===== config.mk =====
export PLATFORM = sky130hd
export DESIGN_NAME = uart_rxq
export DESIGN_NICKNAME = d
export VERILOG_FILES = /design/src/rtl/uart_rxq_pkg.sv /design/src/rtl/uart_rxq_src.sv /design/src/rtl/uart_rxq_mem.sv /design/src/rtl/uart_rxq_ctl.sv /design/src/rtl/uart_rxq.sv
export SDC_FILE = /design/constraint.sdc
export NUM_CORES = 1
export LEC_CHECK = 0
export BUFFER_PORTS_ARGS = -buffer_cell sky130_fd_sc_hd__buf_2
export CAP_MARGIN = 20
export CORE_MARGIN = 10
export CORE_UTILIZATION = 60
export CTS_CLUSTER_DIAMETER = 120
export CTS_CLUSTER_SIZE = 10
export DETAILED_ROUTE_END_ITERATION = 8
export GPL_TIMING_DRIVEN = 1
export PLACE_DENSITY = 0.88
export SYNTH_ARGS = -nofsm -noshare
export SYNTH_HDL_FRONTEND = slang
export SYNTH_HIERARCHICAL = 1
export SYNTH_SLANG_ARGS = --single-unit

===== constraint.sdc =====
create_clock -name clk -period 3.6 [get_ports clk]
set_input_delay 0.36 -clock clk [delete_from_list [all_inputs] [get_ports clk]]
set_output_delay 0.36 -clock clk [all_outputs]
set_load 0.03 [all_outputs]

===== src/rtl/uart_rxq_pkg.sv =====
package uart_rxq_pkg;
   parameter int unsigned RXQ_DATA_W = 8;
   parameter int unsigned RXQ_ERR_W  = 3;

   // one stored character: break marker, line error flags, data byte
   typedef struct packed {
      logic                  brk;
      logic [RXQ_ERR_W-1:0]  err;
      logic [RXQ_DATA_W-1:0] data;
   } rxq_ent_t;
endpackage


===== src/rtl/uart_rxq_src.sv =====
module uart_rxq_src
   import uart_rxq_pkg::*;
(
   input  logic                  loopback_i,
   input  logic                  line_push_i,
   input  logic [RXQ_DATA_W-1:0] line_data_i,
   input  logic [RXQ_ERR_W-1:0]  line_err_i,
   input  logic                  line_brk_i,
   input  logic                  tx_push_i,
   input  logic [RXQ_DATA_W-1:0] tx_data_i,
   output logic                  push_o,
   output rxq_ent_t              ent_o
);
   // loopback cuts the line off completely; break beats a plain character
   always_comb begin
      push_o = 1'b0;
      ent_o  = '0;
      if (loopback_i) begin
         if (tx_push_i) begin
            push_o     = 1'b1;
            ent_o.data = tx_data_i;
         end
      end else if (line_brk_i) begin
         push_o    = 1'b1;
         ent_o.brk = 1'b1;
      end else if (line_push_i) begin
         push_o     = 1'b1;
         ent_o.data = line_data_i;
         ent_o.err  = line_err_i;
      end
   end
endmodule


===== src/rtl/uart_rxq_mem.sv =====
module uart_rxq_mem
   import uart_rxq_pkg::*;
#(
   parameter int unsigned DEPTH = 16,
   localparam int unsigned PTR_W = $clog2(DEPTH)
) (
   input  logic             clk,
   input  logic             rst_n,
   input  logic             wr_en_i,
   input  logic [PTR_W-1:0] wslot_i,
   input  rxq_ent_t         wdata_i,
   input  logic [PTR_W-1:0] rptr_i,
   output rxq_ent_t         rdata_o
);
   rxq_ent_t slot_q [DEPTH];

   always_ff @(posedge clk or negedge rst_n) begin
      if (!rst_n) begin
         for (int i = 0; i < DEPTH; i++) slot_q[i] <= '0;
      end else if (wr_en_i) begin
         slot_q[wslot_i] <= wdata_i;
      end
   end

   assign rdata_o = slot_q[rptr_i];
endmodule


===== src/rtl/uart_rxq_ctl.sv =====
module uart_rxq_ctl #(
   parameter int unsigned DEPTH    = 16,
   parameter int unsigned TRIG_LVL = 1,
   localparam int unsigned PTR_W = $clog2(DEPTH),
   localparam int unsigned CNT_W = $clog2(DEPTH + 1)
) (
   input  logic             clk,
   input  logic             rst_n,
   input  logic             fifo_mode_i,
   input  logic             push_i,
   input  logic             pop_i,
   output logic             mode_q_o,
   output logic             wr_en_o,
   output logic [PTR_W-1:0] wslot_o,
   output logic [PTR_W-1:0] rptr_o,
   output logic             full_o,
   output logic             empty_o,
   output logic [CNT_W-1:0] free_o,
   output logic             irq_o
);
   localparam logic [CNT_W-1:0] DEPTH_C = CNT_W'(DEPTH);
   localparam logic [CNT_W:0]   TRIG_C  = (CNT_W + 1)'(TRIG_LVL);
   localparam logic [PTR_W-1:0] WRAP_C  = PTR_W'(DEPTH - 1);

   generate
      if (DEPTH < 2 || (DEPTH & (DEPTH - 1)) != 0)
         $error("uart_rxq_ctl: DEPTH must be a power of two, at least 2");
      if (TRIG_LVL < 1 || TRIG_LVL > DEPTH)
         $error("uart_rxq_ctl: TRIG_LVL must lie in 1..DEPTH");
   endgenerate

   logic             mode_q;
   logic [PTR_W-1:0] rptr_q;
   logic [CNT_W-1:0] cnt_q;
   logic             irq_q;

   logic [CNT_W-1:0] eff;
   logic [PTR_W-1:0] mask;
   logic             flush, pop_take, push_take, irq_set, irq_clr;
   logic [CNT_W-1:0] cnt_pop, cnt_nxt;

   always_comb begin
      eff       = mode_q ? DEPTH_C : CNT_W'(1);
      mask      = mode_q ? WRAP_C : '0;
      flush     = fifo_mode_i ^ mode_q;
      pop_take  = pop_i & ~flush & (cnt_q != '0);
      push_take = push_i & ~flush & ((cnt_q != eff) | pop_take);
      cnt_pop   = cnt_q - CNT_W'(pop_take);
      cnt_nxt   = cnt_pop + CNT_W'(push_take);
      // read is ordered before the arriving character within one cycle
      irq_clr   = pop_i & ~flush & (({1'b0, cnt_pop} + (CNT_W + 1)'(1)) == TRIG_C);
      irq_set   = push_take & ({1'b0, cnt_nxt} == TRIG_C);
   end

   always_ff @(posedge clk or negedge rst_n) begin
      if (!rst_n) begin
         mode_q <= 1'b0;
         rptr_q <= '0;
         cnt_q  <= '0;
         irq_q  <= 1'b0;
      end else begin
         mode_q <= fifo_mode_i;
         irq_q  <= irq_set | (irq_q & ~irq_clr);
         if (flush) begin
            rptr_q <= '0;
            cnt_q  <= '0;
         end else begin
            cnt_q <= cnt_nxt;
            if (pop_take) rptr_q <= (rptr_q + PTR_W'(1)) & mask;
         end
      end
   end

   assign mode_q_o = mode_q;
   assign wr_en_o  = push_take;
   assign wslot_o  = (rptr_q + cnt_q[PTR_W-1:0]) & mask;
   assign rptr_o   = rptr_q;
   assign full_o   = (cnt_q == eff);
   assign empty_o  = (cnt_q == '0);
   assign free_o   = eff - cnt_q;
   assign irq_o    = irq_q;
endmodule


===== src/rtl/uart_rxq.sv =====
module uart_rxq
   import uart_rxq_pkg::*;
#(
   parameter int unsigned DEPTH    = 16,
   parameter int unsigned TRIG_LVL = 1,
   localparam int unsigned PTR_W = $clog2(DEPTH),
   localparam int unsigned CNT_W = $clog2(DEPTH + 1)
) (
   input  logic                    clk,
   input  logic                    rst_n,
   input  logic                    fifo_mode_i,
   input  logic                    loopback_i,
   input  logic                    line_push_i,
   input  logic [RXQ_DATA_W-1:0]   line_data_i,
   input  logic [RXQ_ERR_W-1:0]    line_err_i,
   input  logic                    line_brk_i,
   input  logic                    tx_push_i,
   input  logic [RXQ_DATA_W-1:0]   tx_data_i,
   input  logic                    pop_i,
   input  logic                    rsr_clr_i,
   output logic [RXQ_DATA_W-1:0]   rd_data_o,
   output logic [RXQ_ERR_W:0]      rsr_o,
   output logic                    full_o,
   output logic                    empty_o,
   output logic [CNT_W-1:0]        free_o,
   output logic                    rx_irq_o
);
   logic             push;
   rxq_ent_t         ent, head;
   logic             mode_q, wr_en;
   logic [PTR_W-1:0] wslot, rptr;
   logic [RXQ_ERR_W:0] rsr_q;

   uart_rxq_src u_src (
      .loopback_i (loopback_i),
      .line_push_i(line_push_i),
      .line_data_i(line_data_i),
      .line_err_i (line_err_i),
      .line_brk_i (line_brk_i),
      .tx_push_i  (tx_push_i),
      .tx_data_i  (tx_data_i),
      .push_o     (push),
      .ent_o      (ent)
   );

   uart_rxq_ctl #(.DEPTH(DEPTH), .TRIG_LVL(TRIG_LVL)) u_ctl (
      .clk        (clk),
      .rst_n      (rst_n),
      .fifo_mode_i(fifo_mode_i),
      .push_i     (push),
      .pop_i      (pop_i),
      .mode_q_o   (mode_q),
      .wr_en_o    (wr_en),
      .wslot_o    (wslot),
      .rptr_o     (rptr),
      .full_o     (full_o),
      .empty_o    (empty_o),
      .free_o     (free_o),
      .irq_o      (rx_irq_o)
   );

   uart_rxq_mem #(.DEPTH(DEPTH)) u_mem (
      .clk    (clk),
      .rst_n  (rst_n),
      .wr_en_i(wr_en),
      .wslot_i(wslot),
      .wdata_i(ent),
      .rptr_i (rptr),
      .rdata_o(head)
   );

   // receive status: flags of the character last read, clear has priority
   always_ff @(posedge clk or negedge rst_n) begin
      if (!rst_n)         rsr_q <= '0;
      else if (rsr_clr_i) rsr_q <= '0;
      else if (pop_i)     rsr_q <= {head.brk, head.err};
   end

   assign rd_data_o = head.data;
   assign rsr_o     = rsr_q;
endmodule


== Yosys cells after proc, flatten, opt, wreduce, memory -nomap -nowiden ==
Cells that the tools add are included.
W data, S select, Z words.

* Register bits after elaboration: 207
* Output and inout port bits: 20
* Word-level logic and storage cells: 110

* Add/sub/neg operators: 6
* Order comparisons: 3
* Bitwise operators: 16
* Equality and inequality tests: 4
* Reductions and logical operators: 5
* Muxes and demuxes: 23

{| class="wikitable"
|+ Operators with widths
! cell !! number
|-
| $bwmux W192 || 1
|-
| $bmux W12 S4 || 1
|-
| $demux W12 S4 || 1
|-
| $mux W12 || 3
|-
| $mux W4 || 6
|-
| $mux W11 || 2
|-
| $mux W8 || 2
|-
| $ge A5 B5 Y1 const B || 2
|-
| $mux W5 || 2
|-
| $not A4 Y5 || 2
|-
| $and A4 B4 Y4 || 2
|-
| $and A1 B1 Y1 || 7
|-
| $add A5 B1 Y6 const B || 1
|-
| $eq A6 B1 Y1 const B || 1
|-
| $add A5 B1 Y5 || 1
|-
| $eq A5 B1 Y1 const B || 1
|-
| $eq A5 B5 Y1 || 1
|-
| $logic_not A5 Y1 || 1
|-
| $lt A5 B1 Y1 const B || 1
|-
| $mux W1 || 5
|-
| $ne A5 B5 Y1 || 1
|-
| $reduce_bool A5 Y1 || 1
|-
| $sub A5 B1 Y5 || 1
|-
| $sub A5 B5 Y5 || 1
|-
| 7 further kinds || 10
|}

== Depth between registers and ports, before layout ==
Gate-level depths: netlist of the first run.

* Depth after elaboration: 11
* Mapped depth: 12
* Depth with buffers taken out: 11

== Cells and area by module ==
Netlist of the first run, hierarchy kept.

{| class="wikitable"
|+ Modules (own cells, without submodules)
! module !! cells an instance !! area an instance (sq um) !! instances
|-
| uart_rxq_mem || 540 || 8644.5 || 1
|-
| uart_rxq_ctl || 105 || 1011.0 || 1
|-
| uart_rxq_src || 20 || 176.4 || 1
|-
| uart_rxq || 13 || 160.2 || 1
|}

== Worst setup path after synthesis of the first run ==
Ideal clock, no wire load.

* Kind: register to register
* Start point: reg u_ctl.cnt_q[2]
* End point: reg u_ctl.irq_q, in the netlist u_ctl/irq_o
* Buffers on the path: 1
* Required time: 3490 ps
* Data arrival time: 2695 ps
* Stages on the path, launching flop included: 13
* Path slack: 794 ps
* Cell sequence: dfrtp_1 > buf_6 > or3_4 > o31ai_4 > nor2_1 > ha_1 > ha_1 > inv_1 > ha_1 > and4b_1 > a31oi_1 > xnor2_1 > o41ai_1

* Cells in the longest elaborated chain, start to end: 9

{| class="wikitable"
|+ Ends and longest elaborated chain
! item !! line !! text
|-
| from (decl) || uart_rxq_ctl.sv:34 || <nowiki>logic [CNT_W-1:0] cnt_q;</nowiki>
|-
| from (signal assigned) || uart_rxq_ctl.sv:68 || <nowiki>cnt_q <= cnt_nxt;</nowiki>
|-
| $reduce_bool A5 Y1 || uart_rxq_ctl.sv:46 || <nowiki>pop_take = pop_i & ~flush & (cnt_q != '0);</nowiki>
|-
| $and A1 B1 Y1 || uart_rxq_ctl.sv:46 ||
|-
| $sub A5 B1 Y5 || uart_rxq_ctl.sv:48 || <nowiki>cnt_pop = cnt_q - CNT_W'(pop_take);</nowiki>
|-
| $add A5 B1 Y6 || uart_rxq_ctl.sv:51 || <nowiki>irq_clr = pop_i & ~flush & (({1'b0, cnt_pop} + (CNT_W + 1)'(1)) == TRIG_C);</nowiki>
|-
| $eq A6 B1 Y1 || uart_rxq_ctl.sv:51 ||
|-
| $and A1 B1 Y1 || uart_rxq_ctl.sv:51 ||
|-
| $not A1 Y1 || uart_rxq_ctl.sv:63 || <nowiki>irq_q <= irq_set | (irq_q & ~irq_clr);</nowiki>
|-
| $and A1 B1 Y1 || uart_rxq_ctl.sv:63 ||
|-
| $or A1 B1 Y1 (*) || uart_rxq_ctl.sv:63 ||
|-
| to (signal assigned) || uart_rxq_ctl.sv:63 ||
|-
| to (decl) || uart_rxq_ctl.sv:35 || <nowiki>logic irq_q;</nowiki>
|}

Every way passes the cells marked *; elsewhere a longest branch is shown, timed or not.
A chain may end at the register's enable or synchronous reset.

== Worst setup path in the final report of the first run ==
* Start point: reg u_ctl.rptr_q[0], in the netlist u_ctl/rptr_o[0]
* End point: out rd_data_o[4]

* Cells in the longest elaborated chain, start to end: 4

{| class="wikitable"
|+ Ends and longest elaborated chain
! item !! line !! text
|-
| from (decl) || uart_rxq_ctl.sv:33 || <nowiki>logic [PTR_W-1:0] rptr_q;</nowiki>
|-
| from (signal assigned) || uart_rxq_ctl.sv:69 || <nowiki>if (pop_take) rptr_q <= (rptr_q + PTR_W'(1)) & mask;</nowiki>
|-
| $not A4 Y5 (implied by the code) || uart_rxq_mem.sv:25 || <nowiki>assign rdata_o = slot_q[rptr_i];</nowiki>
|-
| $bmux W12 S4 || uart_rxq_mem.sv:25 ||
|-
| $mux W12 (implied by the code) (2 in series) || uart_rxq_mem.sv:25 ||
|-
| to (decl) || uart_rxq.sv:21 || <nowiki>output logic [RXQ_DATA_W-1:0] rd_data_o,</nowiki>
|}

Every way passes these cells. The select of a mux whose other input is x is not followed.

==> results.yml, run 1 <==
critical_path:
  critical_path_required_ns: 3.24
  worst-setup-path-type: "reg2out"
  max_stage_delay_cell_worst_path: "sky130_fd_sc_hd__buf_4"
  critPathArrivalTime_ns: 2.93
  timing.critical_path.from: "u_ctl/rptr_o[0]"
  critical_path.max_stage_delay_ns: 0.76
  crit_path_cell_trace: "buf_4 > mux4_2 > a22oi_1 > nand2_1 > buf_2"
  worstReg2RegStart: "u_ctl/cnt_q[0]"
  startpoint_type: "flop"
  critical_path_peak_fanout: 52
  worst_setup_path_end_kind: "output port"
yosys:
  ys.flop_type: "sky130_fd_sc_hd__dfrtp_1"
  synth_cell_area_um2: 9990
  sequential_cell_area_fraction_in_the_yosys_report_pct: 51.8
  synth_enable_flop_cells: 0
  synthCells: 678
  average_cell_area_after_synthesis_um2: 14.7
  number_of_warnings_reported_in_the_yosys_synthesis_log: 6
  mappedNetlistNets: 717
  synth.lib_cells_used.distinct: 55
  synthArstFlopShare_pct: 100
  count_of_state_elements_after_synthesis: 207
floorplanning:
  start_util_pct: 60.7
  core_region_area_um2: 16500
  design.portCount: 48
  design.die.area_um2: 22200
  die-height_um: 149
  placementRows: 47
  die_w_um: 149
clock_tree:
  cts_buffers: 24
  cts_tree: "built"
  cts_hold_buffers: 1
  clk_pin_slew_ns: 0.06
  postCtsResizedCells: 0
  maximum_level_of_the_cts_h_tree: 1
  buffer_type_at_the_clock_tree_root: "sky130_fd_sc_hd__clkbuf_16"
  worst_skew_pair.late_latency_ns: 0.53
  cts_setup_buffers: 0
  clock_path_buffers: 3
  tritoncts_num_sinks: 207
sta:
  clock-skew-final_ns: 0.0141
  grt_setup_unrepaired: "false"
  finalWorstPathRequiredPeriod_ns: 3.29
  final_max_slew_viol_count: 0
  layout_worst_path_cycle_share_pct: 91.4
  final_critical_path_setup_slack_ns: 0.310
  maxSlewHeadroom_pct: 26.8
  finalSetupTns_ns: 0
  top_achievable_clock_speed_mhz: 304
  timing_hold_violations_final: 0
  finalSetupViolations: 0
  worst_pin_slew_ns: 1.10
  timing.hold.ws_ns: 0.0506
pwr:
  pwr_density_cell_nw_per_um2: 607
  power_leakage_nw: 5.39
  report.power.total_mw: 6.76
  peakVddDrop_uv: 742
routing:
  avgRoutedWirePerCell_um: 24.5
  post_drt_via_cell_ratio: 6.45
  drc: 0
  route.final.wire_length_um: 23300
  num_vias: 6130
  drtPass1Iterations: 5
  initialDrtViolationCount: 445
  drt.antenna.violating_nets: 0
cells_and_area:
  numnets_final: 768
  final.fill_count: 1083
  non_filler_instances: 950
  final_common_cell: "sky130_fd_sc_hd__dfrtp_1"
  fin_util_pct: 67.6
  most-common-layout-cells: "sky130_fd_sc_hd__dfrtp_1 (205), sky130_fd_sc_hd__mux2_2 (189), sky130_fd_sc_hd__mux4_2 (48)"
  layout.cell_area.non_filler_um2: 11100
  drive_above_1_share_pct: 49.9
  diodes: 0
  area_growth_syn_to_layout_pct: 11.5
place:
  dpl.cell_count: 922
  pre_cts_slack_ns: 0.457
  portBuffers: 47
  gp_congestion: 0.843
  area_of_placed_instances_um2: 10500
  dp.final_hpwl_um: 14900
global_routing:
  grt_first_pass_wirelength_um: 36800
  grt_antenna_before_repair: 0
  grt_pass1_vias: 6668
  grt_remaining_overflow: 0
  pin_count_of_the_biggest_net_entering_global_routing: 95
  globalRouteTotalUtil_pct: 20.9
hold_path:
  holdCritStartpoint: "fifo_mode_i"
  worst_hold_path_type: "in2reg"
job:
  max_cap_viol_count: 0
status:
  outcome: "completed"
==> cells by family (layout without fill, tap and decap cells) <==
| group | Yosys count | in the layout | share of synthesized area (%) |
|---|---|---|---|
| mux | 244 | 244 | 32.9 |
| fa+ha+maj | 11 | 11 | 1.45 |
| buf+inv | 62 | 114 | 3.11 |
| simple gates | 92 | 92 | 5.17 |
| xor+xnor | 14 | 14 | 1.44 |
| flops | 207 | 207 | 51.8 |
| compound gates | 48 | 48 | 4.13 |
==> routing by layer <==
layer | track usage [%] | part of all wire, %
met5 | 0 | 0
met4 | 7.36 | 3.0
met3 | 4.49 | 6.2
met2 | 35.1 | 50
met1 | 26.4 | 40
==> area by class of cell <==
| cell class | count | area [um2] | share of cell area (%) |
|---|---|---|---|
| Clock inverter | 2 | 35.0 | 0.315 |
| Sequential cell | 207 | 5180 | 46.6 |
| Clock buffer | 25 | 604 | 5.43 |
| Timing Repair Buffer | 76 | 464 | 4.17 |
| Multi-Input combinational cell | 409 | 4530 | 40.7 |
| Inverter | 11 | 41.3 | 0.371 |
| Tap cell | 220 | 275 | 2.47 |
==> critical path, delay by kind of cell (launching register included) <==
family                 cells  cell delay (ns)
AO/OA/AOI/OAI              1             0.24
buffers and inverters      2             0.95
flip-flops                 1             0.40
multiplexers               1             0.66
AND/OR/NAND/NOR            1             0.11
==> synthesized netlist by cell type (2+ instances only) <==
library cell,count,area (um2)
sky130_fd_sc_hd__a211o_1,2,17.5
sky130_fd_sc_hd__a21oi_1,3,15.0
sky130_fd_sc_hd__a22oi_1,25,188
sky130_fd_sc_hd__a32o_2,7,78.8
sky130_fd_sc_hd__and2_1,6,37.5
sky130_fd_sc_hd__and3_1,4,25.0
sky130_fd_sc_hd__buf_1,2,7.51
sky130_fd_sc_hd__buf_2,22,110
sky130_fd_sc_hd__buf_4,3,22.5
sky130_fd_sc_hd__buf_6,5,56.3
sky130_fd_sc_hd__clkbuf_1,18,67.6
sky130_fd_sc_hd__dfrtp_1,207,5180
sky130_fd_sc_hd__ha_1,10,125
sky130_fd_sc_hd__inv_1,11,41.3
sky130_fd_sc_hd__mux2_1,3,33.8
sky130_fd_sc_hd__mux2_2,189,2130
sky130_fd_sc_hd__mux2i_1,4,40.0
sky130_fd_sc_hd__mux4_2,48,1080
sky130_fd_sc_hd__nand2_1,20,75.1
sky130_fd_sc_hd__nand2b_1,4,25.0
sky130_fd_sc_hd__nand3_1,5,25.0
sky130_fd_sc_hd__nand3b_1,3,22.5
sky130_fd_sc_hd__nor2_1,19,71.3
sky130_fd_sc_hd__nor2b_1,6,37.5
sky130_fd_sc_hd__nor3_1,11,55.1
sky130_fd_sc_hd__or3_4,2,22.5
sky130_fd_sc_hd__xnor2_1,10,87.6
sky130_fd_sc_hd__xor2_1,2,17.5
==> state kept, by name (all words and copies together), names as in the netlist <==
| signal | count |
|---|---|
| u_ctl/mode_q_o | 1 |
| rsr_o | 4 |
| u_ctl/irq_o | 1 |
| u_mem/slot_q | 192 |
| u_ctl/cnt_q | 5 |
| u_ctl/rptr_o | 4 |
==> power breakdown <==
group,switching [mW],total [mW],internal [mW]
registers,0.206,2.83,2.62
logic,0.996,1.86,0.860
clock network,0.891,2.08,1.19
==> final timing paths <==
check / end / slack, ns / depth (start not counted)
min: u_ctl/mode_q_o / 0.05 / 1
min in group asynchronous: u_ctl/cnt_q[4] / 0.46 / 2
min reg2reg: u_mem/slot_q[177] / 0.49 / 1
max: rd_data_o[4] / 0.31 / 5
max in group asynchronous: u_mem/slot_q[174] / 2.09 / 3
max reg2reg: u_mem/slot_q[138] / 0.40 / 8
(Power assumes the default switching activity.)
==> inputs of run 2 (changes only) <==
Settings changed: REMOVE_ABC_BUFFERS from default to 1.
Clock period 3.6 ns to 3.4 ns, I/O delays scaled along.
==> run 2 against run 1 <==
Hold slack worse by 0.031 ns; clock power increased by 6%; cell count shrank 0.11%; sequential cell count unchanged; clock skew about the same; sequential power up 6%; via count increased by 0.18%; design area grew 0.27%; die area unchanged; core utilization increased by 0.18 points; total power is 6.7% higher.
==> results.yml, run 2 (synthesized netlist as in run 1, its figures left out) <==
critical_path:
  crit_path_frequent_cell: "sky130_fd_sc_hd__ha_1"
  worst-setup-path-type: "reg2reg"
  worst_setup_path_end_kind: "flop"
  reg2regPathDepth: 11
  startpoint_type: "flop"
  critPathArrivalTime_ns: 3.54
  crit_path_cell_trace: "or3_4 > o31ai_4 > nor2_1 > ha_1 > ha_1 > inv_1 > ha_1 > and4b_1 > a31oi_1 > xnor2_1 > o41ai_1"
  cp.depth: 11
  critical_path_peak_fanout: 10
  critical_path_required_ns: 3.81
  cp.buffers_inverters: 1
  family_with_the_most_delay_on_the_worst_path: "adder cells"
  max_stage_delay_cell_worst_path: "sky130_fd_sc_hd__dfrtp_1"
  critical_path.max_stage_delay_ns: 0.51
cells_and_area:
  reg_top3: "u_mem/slot_q (192), u_ctl/cnt_q (5)"
  numnets_final: 767
  most-common-layout-cells: "sky130_fd_sc_hd__dfrtp_1 (205), sky130_fd_sc_hd__mux2_2 (189), sky130_fd_sc_hd__mux4_2 (48)"
  fin_util_pct: 67.8
  non_filler_instances: 949
  layout.cell_area.non_filler_um2: 11200
  largest_register_ff_count: 192
  final_common_cell: "sky130_fd_sc_hd__dfrtp_1"
  area_growth_syn_to_layout_pct: 11.8
  drive_above_1_share_pct: 49.8
  top_register: "u_mem/slot_q"
  diodes: 0
floorplanning:
  start_util_pct: 60.7
  design.die.area_um2: 22200
  core_region_area_um2: 16500
  die_w_um: 149
  design.portCount: 48
  placementRows: 47
  die-height_um: 149
pwr:
  power_leakage_nw: 5.40
  comb_power_share_pct: 27.8
  netSwitchingFraction_pct: 31.2
  share_seq_of_total_power_pct: 41.7
  report.power.total_mw: 7.21
  power_switching_mw: 2.25
  pwr_density_cell_nw_per_um2: 646
  peakVddDrop_uv: 525
  pwr-share-clk_pct: 30.5
  cellInternalPower_mw: 4.96
place:
  gp_congestion: 0.874
  area_of_placed_instances_um2: 10500
  dpl.cell_count: 921
  portBuffers: 47
  dp.final_hpwl_um: 15200
  pre_cts_slack_ns: 0.334
global_routing:
  grt_pass1_vias: 6746
  grt_first_pass_wirelength_um: 37900
  grt_remaining_overflow: 0
  globalRouteTotalUtil_pct: 21.6
  grt_antenna_before_repair: 0
  pin_count_of_the_biggest_net_entering_global_routing: 118
routing:
  num_vias: 6141
  avgRoutedWirePerCell_um: 25.0
  post_drt_via_cell_ratio: 6.47
  drc: 0
  drt.antenna.violating_nets: 0
  route.final.wire_length_um: 23700
  drtPass1Iterations: 5
  initialDrtViolationCount: 463
clock_tree:
  worst_skew_pair.late_latency_ns: 0.53
  tritoncts_num_sinks: 207
  cts_tree: "built"
  buffer_type_at_the_clock_tree_root: "sky130_fd_sc_hd__clkbuf_16"
  cts_buffers: 24
  clk_pin_slew_ns: 0.06
  postCtsResizedCells: 0
  clock_path_buffers: 3
  maximum_level_of_the_cts_h_tree: 1
sta:
  top_achievable_clock_speed_mhz: 319
  timing_hold_violations_final: 0
  worst_pin_slew_ns: 1.07
  finalSetupViolations: 0
  clock-skew-final_ns: 0.0139
  finalSetupTns_ns: 0
  final_max_slew_viol_count: 0
  final_critical_path_setup_slack_ns: 0.269
  timing.hold.ws_ns: 0.0200
  maxSlewHeadroom_pct: 28.5
  layout_worst_path_cycle_share_pct: 92.1
  finalWorstPathRequiredPeriod_ns: 3.13
  grt_setup_unrepaired: "false"
hold_path:
  worst_hold_path_type: "in2reg"
  hold_path_depth: 2
status:
  outcome: "completed"
job:
  max_cap_viol_count: 0
## run 2: final cells by class
cell class,count,area (um2)
multi-input combinational,409,4530
tap,220,275
sequential,207,5180
clock inverter,2,35.0
clock buffer,25,604
fill,1133,5300
inverter,11,41.3
timing repair buffer,75,494
## run 2: worst paths after layout
path | slack [ns] | to | startpoint
min reg2reg | 0.50 | u_mem/slot_q[56] | u_mem/slot_q[56]
max in group asynchronous | 2.07 | u_mem/slot_q[148] | rst_n
max reg2reg | 0.27 | u_ctl/irq_o | u_ctl/cnt_q[2]
max | 0.27 | u_ctl/irq_o | u_ctl/cnt_q[2]
min | 0.02 | rsr_o[1] | rsr_clr_i
min in group asynchronous | 0.52 | u_mem/slot_q[14] | rst_n
## run 2: repair_timing
item                                   4_1_cts  5_1_grt
buffers inserted                             0        0
hold buffers                                 1        0
endpoints found under the hold margin       60        0
## run 2: power by group through the flow
stage / Sequential (mW) / Clock, mW / Combinational [mW]
finish: 3.01 / 2.20 / 2.00
global route: 3.04 / 2.34 / 2.15
CTS: 3.00 / 2.24 / 2.02
detailed placement: 3.03 / 0 / 2.00
global placement: 2.99 / 0 / 1.94
floorplan: 3.07 / 0 / 1.37
## run 2: routing by layer
| layer | vias up | GRT usage [%] | part of all wire (%) |
|---|---|---|---|
| met2 | 245 | 35.6 | 49 |
| met5 | - | 0 | 0 |
| met1 | 3223 | 28.1 | 40 |
| met4 | 0 | 8.05 | 3.9 |
| li1 | 2608 | - | - |
| met3 | 65 | 3.91 | 6.8 |
==> inputs of run 3 (changes only) <==
==> constraint.sdc (replaced) <==
create_clock -name clk -period 3.5 [get_ports clk]
set_input_delay 0.525 -clock clk [delete_from_list [all_inputs] [get_ports clk]]
set_output_delay 0.525 -clock clk [all_outputs]
set_load 0.03 [all_outputs]
==> run 3 against run 2 <==
Hold slack improved by 0.19 ns; critical path depth did not move; core utilization rose by 0.061 points; sequential cell count did not move; total power fell by 3.4%; setup slack improved by 0.064 ns; largest power group unchanged.
==> results.yml, run 3 (synthesized netlist as in run 1, its figures left out) <==
sta:
  grt_setup_unrepaired: "false"
  worst_pin_slew_ns: 1.06
  finalWorstPathRequiredPeriod_ns: 3.17
  clock-skew-final_ns: 0.0120
  maxSlewHeadroom_pct: 29.0
  final_critical_path_setup_slack_ns: 0.333
  finalSetupViolations: 0
  top_achievable_clock_speed_mhz: 316
  layout_worst_path_cycle_share_pct: 90.5
  final_max_slew_viol_count: 0
  timing_hold_violations_final: 0
clock_tree:
  tritoncts_num_sinks: 207
  maximum_level_of_the_cts_h_tree: 1
  clock_path_buffers: 3
  postCtsResizedCells: 0
  cts_tree: "built"
  buffer_type_at_the_clock_tree_root: "sky130_fd_sc_hd__clkbuf_16"
  cts_buffers: 24
  clk_pin_slew_ns: 0.06
  cts_setup_buffers: 0
  cts_hold_buffers: 1
  worst_skew_pair.late_latency_ns: 0.52
place:
  gp_congestion: 0.873
  dpl.cell_count: 924
  portBuffers: 47
  pre_cts_slack_ns: 0.367
  dp.final_hpwl_um: 15500
  area_of_placed_instances_um2: 10500
critical_path:
  critPathArrivalTime_ns: 3.56
  startpoint_type: "flop"
  critical_path.max_stage_delay_ns: 0.52
  worst-setup-path-type: "reg2reg"
  max_stage_delay_cell_worst_path: "sky130_fd_sc_hd__dfrtp_1"
  critical_path_required_ns: 3.90
  critical_path_peak_fanout: 10
  crit_path_frequent_cell: "sky130_fd_sc_hd__ha_1"
  crit_path_cell_trace: "or3_4 > o31ai_4 > nor2_1 > ha_1 > ha_1 > inv_1 > ha_1 > and4b_1 > a31oi_1 > xnor2_1 > o41ai_1"
  worst_setup_path_end_kind: "flop"
routing:
  drc: 0
  route.final.wire_length_um: 23300
  initialDrtViolationCount: 440
  drtPass1Iterations: 5
  post_drt_via_cell_ratio: 6.36
  num_vias: 6052
  drt.antenna.violating_nets: 0
  avgRoutedWirePerCell_um: 24.5
floorplanning:
  design.die.area_um2: 22200
  core_region_area_um2: 16500
  die-height_um: 149
  start_util_pct: 60.7
  design.portCount: 48
  die_w_um: 149
  placementRows: 47
global_routing:
  grt_pass1_vias: 6750
  globalRouteTotalUtil_pct: 21.4
  pin_count_of_the_biggest_net_entering_global_routing: 76
  grt_remaining_overflow: 0
  grt_antenna_before_repair: 0
  grt_first_pass_wirelength_um: 37600
cells_and_area:
  drive_above_1_share_pct: 50.0
  largest_register_ff_count: 192
  fin_util_pct: 67.9
  most-common-layout-cells: "sky130_fd_sc_hd__dfrtp_1 (205), sky130_fd_sc_hd__mux2_2 (189), sky130_fd_sc_hd__mux4_2 (48)"
  area_growth_syn_to_layout_pct: 11.9
  layout.cell_area.non_filler_um2: 11200
  final.fill_count: 1137
  numnets_final: 770
  reg_top3: "u_mem/slot_q (192), u_ctl/cnt_q (5)"
  final_common_cell: "sky130_fd_sc_hd__dfrtp_1"
  non_filler_instances: 952
  top_register: "u_mem/slot_q"
  diodes: 0
pwr:
  power_leakage_nw: 5.41
  pwr_density_cell_nw_per_um2: 623
  peakVddDrop_uv: 480
  report.power.total_mw: 6.97
job:
  max_cap_viol_count: 0
hold_path:
  worst_hold_path_type: "in2reg"
status:
  outcome: "completed"
[run 3: final timing paths]
kind | start | endpoint | slack, ns | cells after the start
worst min register to register | u_mem/slot_q[56] | u_mem/slot_q[56] | 0.49 | 1
worst max register to register | u_ctl/cnt_q[2] | u_ctl/irq_o | 0.33 | 11
worst max-delay path | u_ctl/cnt_q[2] | u_ctl/irq_o | 0.33 | 11
worst min-delay path | rsr_clr_i | rsr_o[1] | 0.21 | 2
min in group asynchronous | rst_n | u_mem/slot_q[2] | 0.56 | 2
max in group asynchronous | rst_n | u_mem/slot_q[136] | 2.05 | 3
[run 3: per-layer routing]
metal / vias up / GRT usage (%) / part of all wire [%] / wire length (um)
met5: - / 0 / 0 / 0
met4: 0 / 6.18 / 2.5 / 595
met3: 49 / 4.73 / 6.2 / 1440
met2: 182 / 35.2 / 49 / 11500
met1: 3208 / 28.0 / 42 / 9770
li1: 2613 / - / - / -
[run 3: power by group]
group	internal, mW	switching (mW)
Combinational	0.897	1.04
Sequential	2.70	0.219
Clock	1.22	0.897
Total	4.81	2.15
[run 3: critical path: cells and delay by family (launching register included)]
family                     cells  cell delay (ns)
AOI/OAI and AO/OA              3             0.83
xor gates and xnor gates       1             0.11
adders and majority gates      3             0.79
buffers and inverters          1             0.05
DFF                            1             0.52
and+or+nand+nor                3             0.74
[run 3: area by class of cell]
type	instances	area (um2)	share of cell area, %
sequential	207	5180	46.4
clock buffer	25	604	5.41
inverter	11	41.3	0.369
multi-input combinational	409	4530	40.5
timing repair buffer	78	504	4.51
tap	220	275	2.46
clock inverter	2	35.0	0.313
[run 3: stage by stage]
step / hold WS, ns / TNS [ns]
after floorplan: 0.229 / -208.61
after global placement: 0.464 / 0
after detailed placement: 0.480 / 0
after CTS: 0.202 / 0
after global routing: 0.202 / 0
final: 0.208 / 0
